==> src/rtl/tagfold_pkg.sv <==
package tagfold_pkg;
  // Sequencer phase: idle, emitting the control word, or emitting the payload
  typedef enum logic [1:0] {
    SQ_IDLE = 2'd0,
    SQ_CTRL = 2'd1,
    SQ_PAY  = 2'd2
  } seq_state_e;

  localparam int unsigned BUF_SLOTS = 2;
endpackage

==> src/rtl/tagfold_seq.sv <==
module tagfold_seq
  import tagfold_pkg::*;
#(
  parameter int unsigned          DATA_W   = 64,
  parameter logic [DATA_W-1:0]    ESC_WORD = 64'hDEADBEEFFEEDCAFE
) (
  input  logic              clk,
  input  logic              rst,
  input  logic              flush,
  input  logic [DATA_W-1:0] in_data,
  input  logic              in_last,
  input  logic              in_valid,
  output logic              in_ready,
  output logic              esc_start,
  output logic              push_valid,
  output logic [DATA_W-1:0] push_data,
  input  logic              push_ready
);
  // A word needs the three-word form when it ends a packet or collides with the escape word
  function automatic logic needs_escape(input logic [DATA_W-1:0] d, input logic last);
    return last || (d == ESC_WORD);
  endfunction

  // Control word: 1 marks the end of a packet, 0 marks literal data
  function automatic logic [DATA_W-1:0] ctrl_word(input logic is_marker);
    return {{(DATA_W-1){1'b0}}, is_marker};
  endfunction

  seq_state_e        state;
  logic [DATA_W-1:0] held_data;
  logic              held_last;
  logic              in_fire;

  assign in_ready  = (state == SQ_IDLE) && push_ready;
  assign in_fire   = in_valid && in_ready;
  assign esc_start = in_fire && needs_escape(in_data, in_last);

  always_comb begin
    push_valid = 1'b0;
    push_data  = in_data;
    unique case (state)
      SQ_IDLE: begin
        push_valid = in_valid;
        push_data  = needs_escape(in_data, in_last) ? ESC_WORD : in_data;
      end
      SQ_CTRL: begin
        push_valid = 1'b1;
        push_data  = ctrl_word(held_last);
      end
      SQ_PAY: begin
        push_valid = 1'b1;
        push_data  = held_data;
      end
      default: begin
        push_valid = 1'b0;
        push_data  = in_data;
      end
    endcase
  end

  always_ff @(posedge clk) begin
    if (rst || flush) begin
      state <= SQ_IDLE;
    end else begin
      unique case (state)
        SQ_IDLE: if (esc_start) state <= SQ_CTRL;
        SQ_CTRL: if (push_ready) state <= SQ_PAY;
        SQ_PAY:  if (push_ready) state <= SQ_IDLE;
        default: state <= SQ_IDLE;
      endcase
    end
  end

  always_ff @(posedge clk) begin
    if (esc_start) begin
      held_data <= in_data;
      held_last <= in_last;
    end
  end
endmodule

==> src/rtl/tagfold_buf2.sv <==
module tagfold_buf2
  import tagfold_pkg::*;
#(
  parameter int unsigned DATA_W = 64
) (
  input  logic              clk,
  input  logic              rst,
  input  logic              flush,
  input  logic              push_valid,
  input  logic [DATA_W-1:0] push_data,
  output logic              push_ready,
  output logic [DATA_W-1:0] out_data,
  output logic              out_valid,
  input  logic              out_ready
);
  localparam int unsigned CNT_W = $clog2(BUF_SLOTS + 1);
  localparam logic [CNT_W-1:0] FULL_CNT = CNT_W'(BUF_SLOTS);

  logic [CNT_W-1:0]  count;
  logic [DATA_W-1:0] slot_head, slot_tail;
  logic              push_fire, pop_fire;

  assign push_ready = (count != FULL_CNT);
  assign out_valid  = (count != '0);
  assign out_data   = slot_head;
  assign push_fire  = push_valid && push_ready;
  assign pop_fire   = out_valid && out_ready;

  always_ff @(posedge clk) begin
    if (rst || flush) begin
      count <= '0;
    end else begin
      unique case ({push_fire, pop_fire})
        2'b10: count <= count + 1'b1;
        2'b01: count <= count - 1'b1;
        default: count <= count;
      endcase
    end
  end

  always_ff @(posedge clk) begin
    unique case ({push_fire, pop_fire})
      2'b10: begin
        if (count == '0) slot_head <= push_data;
        else             slot_tail <= push_data;
      end
      2'b01: slot_head <= slot_tail;
      2'b11: slot_head <= push_data;
      default: ;
    endcase
  end

  p_valid_hold_r7: assert property (@(posedge clk) disable iff (rst)
    (out_valid && !out_ready && !flush) |=> out_valid);

  p_data_hold_r7: assert property (@(posedge clk) disable iff (rst)
    (out_valid && !out_ready && !flush) |=> $stable(out_data));
endmodule

==> src/rtl/tagfold_inserter.sv <==
module tagfold_inserter
  import tagfold_pkg::*;
#(
  parameter int unsigned       DATA_W   = 64,
  parameter logic [DATA_W-1:0] ESC_WORD = 64'hDEADBEEFFEEDCAFE
) (
  input  logic              clk,
  input  logic              rst,
  input  logic              flush,
  input  logic [DATA_W-1:0] in_data,
  input  logic              in_last,
  input  logic              in_valid,
  output logic              in_ready,
  output logic [DATA_W-1:0] out_data,
  output logic              out_valid,
  input  logic              out_ready
);
  logic              esc_start;
  logic              push_valid, push_ready;
  logic [DATA_W-1:0] push_data;

  tagfold_seq #(.DATA_W(DATA_W), .ESC_WORD(ESC_WORD)) u_seq (
    .clk(clk), .rst(rst), .flush(flush),
    .in_data(in_data), .in_last(in_last), .in_valid(in_valid), .in_ready(in_ready),
    .esc_start(esc_start),
    .push_valid(push_valid), .push_data(push_data), .push_ready(push_ready)
  );

  tagfold_buf2 #(.DATA_W(DATA_W)) u_buf (
    .clk(clk), .rst(rst), .flush(flush),
    .push_valid(push_valid), .push_data(push_data), .push_ready(push_ready),
    .out_data(out_data), .out_valid(out_valid), .out_ready(out_ready)
  );

  p_busy_after_escape_r5: assert property (@(posedge clk) disable iff (rst)
    (esc_start && !flush) |=> !in_ready);

  p_full_stays_blocked_r6: assert property (@(posedge clk) disable iff (rst)
    (out_valid && !out_ready && !in_ready && !flush) |=> !in_ready);

  p_flush_empties_r10: assert property (@(posedge clk) disable iff (rst)
    flush |=> (!out_valid && in_ready));

  p_escape_then_control_r2: assert property (@(posedge clk) disable iff (rst)
    (esc_start && !flush) |=> push_valid);
endmodule

==> config.mk <==
export PLATFORM = sky130hd
export DESIGN_NAME = tagfold_inserter
export DESIGN_NICKNAME = d
export VERILOG_FILES = /design/src/rtl/tagfold_pkg.sv /design/src/rtl/tagfold_seq.sv /design/src/rtl/tagfold_buf2.sv /design/src/rtl/tagfold_inserter.sv
export SDC_FILE = /design/constraint.sdc
export NUM_CORES = 1
export LEC_CHECK = 0
export BUFFER_PORTS_ARGS = -buffer_cell sky130_fd_sc_hd__buf_2
export CAP_MARGIN = 40
export CORE_ASPECT_RATIO = 2
export CORE_MARGIN = 4
export CORE_UTILIZATION = 30
export CTS_BUF_LIST = sky130_fd_sc_hd__clkbuf_4 sky130_fd_sc_hd__clkbuf_8
export DETAILED_ROUTE_END_ITERATION = 12
export PLACE_DENSITY_LB_ADDON = 0.25
export SYNTH_ARGS = -nofsm -noshare
export SYNTH_HDL_FRONTEND = slang
export SYNTH_HIERARCHICAL = 1
export SYNTH_SLANG_ARGS = --single-unit
==> constraint.sdc <==
create_clock -name clk -period 14.08 [get_ports clk]
set_clock_uncertainty 0.15 [all_clocks]
set_input_delay 2.816 -clock clk [delete_from_list [all_inputs] [get_ports clk]]
set_output_delay 2.816 -clock clk [all_outputs]
set_load 0.005 [all_outputs]
# After elaboration in Yosys (flattened, before gate mapping)
# Cells that the tools add are included.
[totals]
reg_bits = 197
word_cells = 46
output_inout_bits = 66
input_bits = 70
[classes]
n_addsub = 2
reduce_logical = 16
eq_ne = 11
mux = 10
bitwise_logic = 1
[op_table]
columns = ["operator", "n"]
rows = [
  ["$pmux 64 s3", 2],
  ["$mux 64", 2],
  ["$eq 64x64->1 const B", 1],
  ["$eq 2x2->1 const B", 3],
  ["$mux 2", 3],
  ["$ne 2x1->1 const B", 3],
  ["$pmux 2 s3", 1],
  ["$logic_and 1x1->1", 5],
  ["$eq 2x1->1 const B", 2],
  ["$logic_not 2->1", 2],
  ["$ne 2x2->1 const B", 2],
  ["$pmux 2 s2", 1],
  ["$reduce_and 2->1", 2],
  ["$reduce_bool 2->1", 2],
  ["$reduce_and 3->1", 1],
  ["$reduce_bool 3->1", 1],
  ["$add 2x1->2 const B", 1],
  ["$logic_or 1x1->1", 2],
  ["$pmux 1 s2", 1],
  ["$reduce_or 2->1", 1],
  ["$sub 2x1->2 const B", 1],
  ["$not 1->1", 1],
]

# Logic depth before layout (Yosys ltp)
# Gate-level depths: netlist of the first run.
[depth]
word_depth = 7
ltp_mapped = 9
ltp_nobuf = 9

# Hierarchy
# Netlist of the first run, hierarchy kept.
[by_module_without_submodules]
columns = ["module", "cells_each", "seq_area_each_um2", "instances", "area_each_um2"]
rows = [
  ["tagfold_buf2", 219, 3883.7, 1, 4749.6],
  ["tagfold_seq", 345, 1991.9, 1, 3543.4],
]

# Least setup slack after synthesis of the first run
# No wires, ideal clock.
[synth_timing]
kind = "in2reg"
start = "in in_valid"
end = "reg u_buf.slot_tail[0] (enable)"
required_time_ns = 13.436
arrival_ns = 6.087
path_buffers = 0
cell_stages = 6
setup_slack_ns = 7.349
setup_time_ns = 0.494
cell_sequence = "a21oi_1 nor2_1 nand2_1 inv_1 ha_1 nor2b_1"
[synth_via]
elab_chain_len = 4
[synth_lines]
columns = ["element", "line", "source"]
rows = [
  ["start, declared", "tagfold_inserter.sv:12", "input logic in_valid,"],
  ["$pmux 1 s2", "tagfold_seq.sv:41", "unique case (state)"],
  ["via push_valid", "tagfold_inserter.sv:19", "logic push_valid, push_ready;"],
  ["$logic_and 1x1->1", "tagfold_buf2.sv:26", "assign push_fire = push_valid && push_ready;"],
  ["$eq 2x2->1", "tagfold_buf2.sv:42", "unique case ({push_fire, pop_fire})"],
  ["$reduce_and 2->1 (no line)", "-", ""],
  ["end signal, assigned", "tagfold_buf2.sv:45", "else slot_tail <= push_data;"],
  ["end, declared", "tagfold_buf2.sv:20", "logic [DATA_W-1:0] slot_head, slot_tail;"],
]
# The timed path passes the listed nets, and every way through them passes these cells.
# A chain may end at the register's enable or synchronous reset.

# Worst setup path after layout of the first run
[layout_timing]
start = "in in_data[10]"
end = "reg u_seq.held_data[27] (enable)"
[layout_via]
elab_chain_len = 3
[layout_lines]
columns = ["element", "line", "source"]
rows = [
  ["start, declared", "tagfold_inserter.sv:10", "input logic [DATA_W-1:0] in_data,"],
  ["$eq 64x64->1", "tagfold_seq.sv:21", "return last || (d == ESC_WORD);"],
  ["$logic_or 1x1->1", "tagfold_seq.sv:21", ""],
  ["$logic_and 1x1->1", "tagfold_seq.sv:36", "assign esc_start = in_fire && needs_escape(in_data, in_last);"],
  ["via esc_start", "tagfold_inserter.sv:18", "logic esc_start;"],
  ["end signal, assigned", "tagfold_seq.sv:76", "held_data <= in_data;"],
  ["end, declared", "tagfold_seq.sv:30", "logic [DATA_W-1:0] held_data;"],
]
# The timed path passes the listed nets, and every way through them passes these cells.

==> flow_summary.toml, run 1 <==
[clocking]
clock-sinks = 197
post_cts_buffers = 0
cts.clk_slew.worst_paths_ps = 100
post_cts_resized = 0
cts_hold_buf = 0
clk_latency_ps = 490
cts_buffers = 17
cts_root_buf = "clkbuf_8"
cts_tree = "done"
h-tree-depth = 4
clk_path_buf_depth = 2

[routing]
detail_route.wirelength_um = 21620
met3WireLength_um = 829
route.detailed.wl_per_inst_um = 20.40
wl_met2_um = 11860
viasPerCell = 4.746
wirelength_met1_um = 8554
drt-initial-drc-count = 272
vias = 5031
top_layer_used = "met4"
antenna_left = 0
drt_pass1_iterations = 4
drc_errors = 0

[floorplanning]
ioPinCount = 136
die_h_um = 243.1
core-area_um2 = 27120
fp.dieW_um = 125.6
start_util_pct = 30.58
rows = 85
die_area_um2 = 30530

[critical_path]
r2r_slack_ps = 11000
crit_start = "in_data[10]"
r2r_start = "u_seq/state[0]"
path_max_fanout = 38
critPathKind = "primary input to flip-flop"
worst_r2r_endpoint = "u_buf/slot_tail[63]"
arrival_ps = 5210
cp_data_required_time_ps = 14100
end_kind = "flip-flop"
startpoint_type = "primary input"
r2r_cells = 9

[worst_hold_path]
hp-class = "flip-flop to flip-flop"
worst_hold_path.endpoint = "u_seq/state[1]"
hold_depth = 2
hold_start = "u_seq/state[1]"

[power]
irDropWorstVdd_v = 0.00008991
p_per_area_nw_per_um2 = 126.1
p_leak_uw = 0.003340

[placed_design]
postPlaceCellArea_um2 = 9467
place_congestion = 0.7459
place.detailed.hpwl_um = 14410
io_buffers = 135

[timing]
relSlewSlack_pct = 49.29
grt_setup_unrepaired = "false"
final-hold-violation-count = 0
tightest_slew_ps = 760.7
drv_slew = 0
period_share_pct = 36.89
whs_ps = 390.3
tns_ps = 0
setup_violations = 0
fin_crit_ps = 5195
timing.fmax_ghz = 0.1925

[synth]
synth_top_family_by_area = "simple AND/OR/NAND/NOR gates"
synthTopCellsByArea = "edfxtp_1 (70%), mux2_2 (8.7%), nor2b_1 (3.8%), a21oi_1 (3.0%), nand2_1 (2.5%)"
synth_top_area_share_pct = 69.89
ys_seq_area_share_pct = 70.85
synth_compound_area_share_pct = 8.343
syn_area_um2 = 8293
synth.largest_area_cell = "edfxtp_1"
avgSynthCellArea_um2 = 14.70
ys_warn_count = 6
synth.distinct_cells = 34
synth.mux.area_fraction_pct = 8.811
synthAdderAreaFrac_pct = 1.056
synthSimpleGateAreaFrac_pct = 8.871
syn_nets = 641
yosys.area_share.xor_xnor_pct = 0.2112
synthCells = 564
yosys_register_bits = 197

[global_route]
grt_max_degree = 53
antenna_found_initial = 0
grt_pass1_wl_um = 32240
grt_pass1_vias = 5015
track_usage_pct = 14.22
grt.overflow.total = 0

[outcome]
status = "complete, no violations"

[final_layout]
drive_gt1_share_pct = 35.02
nFillCells = 2661
final_common_cell = "edfxtp_1"
fin_area_um2 = 9906
nets = 775
layout_common_cells = "edfxtp_1 (193), buf_2 (135), mux2_2 (64), nand2_1 (54), a21oi_1 (49)"
area_growth_pct = 19.45

[run]
maxCapViolations = 0
==> cell families after synthesis <==
group | Yosys count
flip-flops | 197
XOR/XNOR | 2
adder cells (fa/ha/maj) | 7
multiplexers | 65
AND/OR/NAND/NOR | 135
buffers and inverters | 36
AO/OA/AOI/OAI | 122
==> power by group <==
group	internal [uW]	total (uW)	switching, uW	leakage (uW)
logic	54.0	131	77.0	0.00132
registers	698	710	12.3	0.00182
clock network	195	408	213	0.000202
total	947	1250	302	0.00334
==> critical path: stages <==
cell       delay [ps]
buf_2             110
nand4bb_1         290
nor4_1            400
a41o_2            640
and3_4            600
buf_12            290
==> how the worst max path moves through the flow <==
stage | to | slack [ps]
floorplan | u_buf/slot_tail[0] | 7350
global placement | u_seq/held_data[29] | 7730
detailed placement | u_seq/held_data[29] | 8290
CTS | u_seq/held_data[27] | 8850
global route | u_seq/held_data[27] | 8770
finish | u_seq/held_data[27] | 8890
==> stage by stage <==
step,util (%),power (uW),std cells,worst slack [ps]
after floorplan,-,785.6,564,7349
after global placement,34.43,852.5,1020,7727
after detailed placement,34.91,859.1,1027,8288
after CTS,36.52,1271,1059,8846
after global routing,36.52,1305,1059,8772
final,36.53,1249,1060,8885
==> area by class of cell <==
class	instances	area [um^2]	share of cell area (%)
inverters	6	22.52	0.2274
repair buffers	145	828.3	8.362
clock buffers	17	234.0	2.362
diodes	1	2.502	0.02526
flip-flops and latches	197	5876	59.32
multi-input cells	331	2305	23.27
well taps	348	435.4	4.396
clock inverters	15	202.7	2.046
==> metal layers <==
metal | GRT usage [%] | vias up
met5 | 0 | -
met2 | 25.93 | 113
met3 | 3.498 | 16
met4 | 4.534 | 0
li1 | - | 2391
met1 | 16.13 | 2511
==> cells in the mapped netlist <==
cell,n
and3_1,1
nand4bb_1,4
nand2_1,55
buf_2,12
xnor2_1,1
nand4_1,4
dfxtp_1,4
nor2b_1,50
o2bb2ai_1,1
xor2_1,1
o21ai_1,30
and2_1,1
a211oi_1,1
a21oi_1,49
inv_1,6
edfxtp_1,193
ha_1,7
mux2_2,64
nor2_1,4
o21ai_0,22
or2_2,1
o21bai_2,1
nand2b_1,1
nor4_1,4
buf_4,1
nand4b_1,8
a22oi_1,1
a22o_1,15
nor3_1,1
mux2i_1,1
a41o_1,1
clkbuf_1,17
o211a_1,1
or3_1,1
==> registers in the layout (all words and copies together) (netlist names) <==
signal and count:
u_buf/out_data 64, u_buf/slot_tail 64, u_seq/held_data 64, u_buf/count 2, u_seq/state 2, u_seq/held_last 1
No activity file was read; power rests on OpenSTA's default activity.
==> inputs of run 2 (changes only) <==
==> constraint.sdc (replaced) <==
create_clock -name clk -period 4.5 [get_ports clk]
set_clock_uncertainty 0.15 [all_clocks]
set_input_delay 0.9 -clock clk [delete_from_list [all_inputs] [get_ports clk]]
set_output_delay 0.9 -clock clk [all_outputs]
set_load 0.005 [all_outputs]
==> run 2 against run 1 <==
Effect of this change:
- via count is 1.2% higher
- setup slack worse by 7500 ps
- combinational power rose to 3.2 times the previous value
- register-to-register slack got worse by 9500 ps
- critical path depth did not move
- sequential cell count stayed put
==> flow_summary.toml, run 2 (same netlist as run 1, synthesis figures left out) <==
[critical_path]
end_kind = "flip-flop"
worst_path_largest_cell_delay_ps = 600
cp_data_required_time_ps = 4550
cp_cell_sequence = "buf_2, nand4bb_1, nor4_1, a41o_2, and3_4, buf_4"
startpoint_type = "primary input"
r2r_cells = 8
cp_slowest_cell = "and3_4"
path_max_fanout = 33
cpLargestDelayFamily = "simple AND/OR/NAND/NOR gates"
critPathKind = "primary input to flip-flop"
worst_r2r_endpoint = "u_buf/out_data[7]"
r2r_slack_ps = 1520
r2r_start = "u_seq/state[1]"
arrival_ps = 3160
cp_num_buf_inv = 2

[routing]
vias = 5091
route.detailed.wl_per_inst_um = 20.53
detail_route.wirelength_um = 21810
antenna_left = 0
drt_pass1_iterations = 4
viasPerCell = 4.794
drc_errors = 0
drt-initial-drc-count = 257

[final_layout]
area_growth_pct = 18.66
layout_common_cells = "edfxtp_1 (193), buf_2 (135), mux2_2 (64), nand2_1 (54), a21oi_1 (49)"
final_util_pct = 36.29
final_common_cell = "edfxtp_1"
instances_no_fill = 1062
drive_gt1_share_pct = 35.20
nets = 779
fin_area_um2 = 9841

[power]
p_leak_uw = 0.003326
p_per_area_nw_per_um2 = 380.2
irDropWorstVdd_v = 0.0001672
p_total_uw = 3741

[floorplanning]
fp.dieW_um = 125.6
core-area_um2 = 27120
die_area_um2 = 30530
ioPinCount = 136
start_util_pct = 30.58
rows = 85
die_h_um = 243.1

[clocking]
post_cts_buffers = 0
cts_buffers = 17
h-tree-depth = 4
clk_latency_ps = 490
post_cts_resized = 0
clk_path_buf_depth = 2
cts_hold_buf = 0
cts_tree = "done"
clock-sinks = 197
cts.clk_slew.worst_paths_ps = 100
cts_root_buf = "clkbuf_8"

[run]
maxCapViolations = 0

[timing]
timing.fmax_ghz = 0.3212
period_share_pct = 69.18
final-hold-violation-count = 0
tightest_slew_ps = 728.8
grt_setup_unrepaired = "false"
relSlewSlack_pct = 51.41
drv_slew = 0
tns_ps = 0
fin_crit_ps = 3113
setup_violations = 0

[worst_hold_path]
hp-class = "flip-flop to flip-flop"
hold_start = "u_buf/count[1]"
hold_depth = 2
worst_hold_path.endpoint = "u_buf/count[1]"

[placed_design]
place.detailed.hpwl_um = 14540
place_congestion = 0.7395
postPlaceCellArea_um2 = 9477
placedCellCount = 1031
io_buffers = 135

[global_route]
grt.overflow.total = 0
grt_max_degree = 65
grt_pass1_vias = 5367
grt_pass1_wl_um = 33100
track_usage_pct = 14.58
antenna_found_initial = 1

[outcome]
status = "complete, no violations"
[run 2: cell types whose count changed in the layout (fill, tap and decap cells not counted), sizes merged]
cell      previous run  this run
inv                 10         6
clkbuf              17        19
buf                145       149
clkinvlp             5         4
bufinv               4         2
clkinv               2         5
[run 2: layout make-up]
class	count	area [um^2]
Tap cell	348	435.4
Sequential cell	197	5876
Multi-Input combinational cell	331	2305
Timing Repair Buffer	149	838.3
Fill cell	2655	17280
Inverter	6	22.52
Clock inverter	11	112.6
Clock buffer	19	249.0
Antenna cell	1	2.502
[run 2: through the flow]
step | setup slack [ps] | hold slack (ps)
after floorplan | 555.1 | 320.9
after global placement | 747.6 | 371.8
after detailed placement | 743.8 | 379.1
after CTS | 1305 | 379.5
after global routing | 1267 | 393.1
final | 1387 | 384.7
[run 2: how the worst max path moves through the flow]
| stage | endpoint | from | slack (ps) | cells after the start |
|---|---|---|---|---|
| floorplan | u_seq/held_data[0] | in_data[61] | 560 | 5 |
| global placement | u_seq/held_data[36] | in_data[10] | 750 | 6 |
| detailed placement | u_seq/held_data[39] | in_data[10] | 740 | 6 |
| CTS | u_seq/held_data[36] | in_data[10] | 1310 | 6 |
| global route | u_seq/held_data[36] | in_data[10] | 1270 | 6 |
| finish | u_seq/held_data[36] | in_data[10] | 1390 | 6 |
[run 2: power by group]
part	internal, uW	switching, uW	total, uW
logic	169	244	413
registers	2180	36.1	2220
clock network	492	618	1110
[run 2: routing by layer]
metal / GRT usage [%] / vias up / share of wire [%]
met5: 0 / - / 0
met4: 5.045 / 0 / 1.8
met3: 3.388 / 22 / 4.4
met2: 26.51 / 131 / 54
met1: 16.56 / 2541 / 40
li1: - / 2397 / -
[run 2: worst reg2reg max path: cells and delay by family (launching register included)]
kind / cells / cell delay [ps]
buffers and inverters: 2 / 510
AO/OA/AOI/OAI: 1 / 120
AND/OR/NAND/NOR: 2 / 200
adder cells (fa/ha/maj): 2 / 910
multiplexers: 1 / 400
flip-flops: 1 / 430
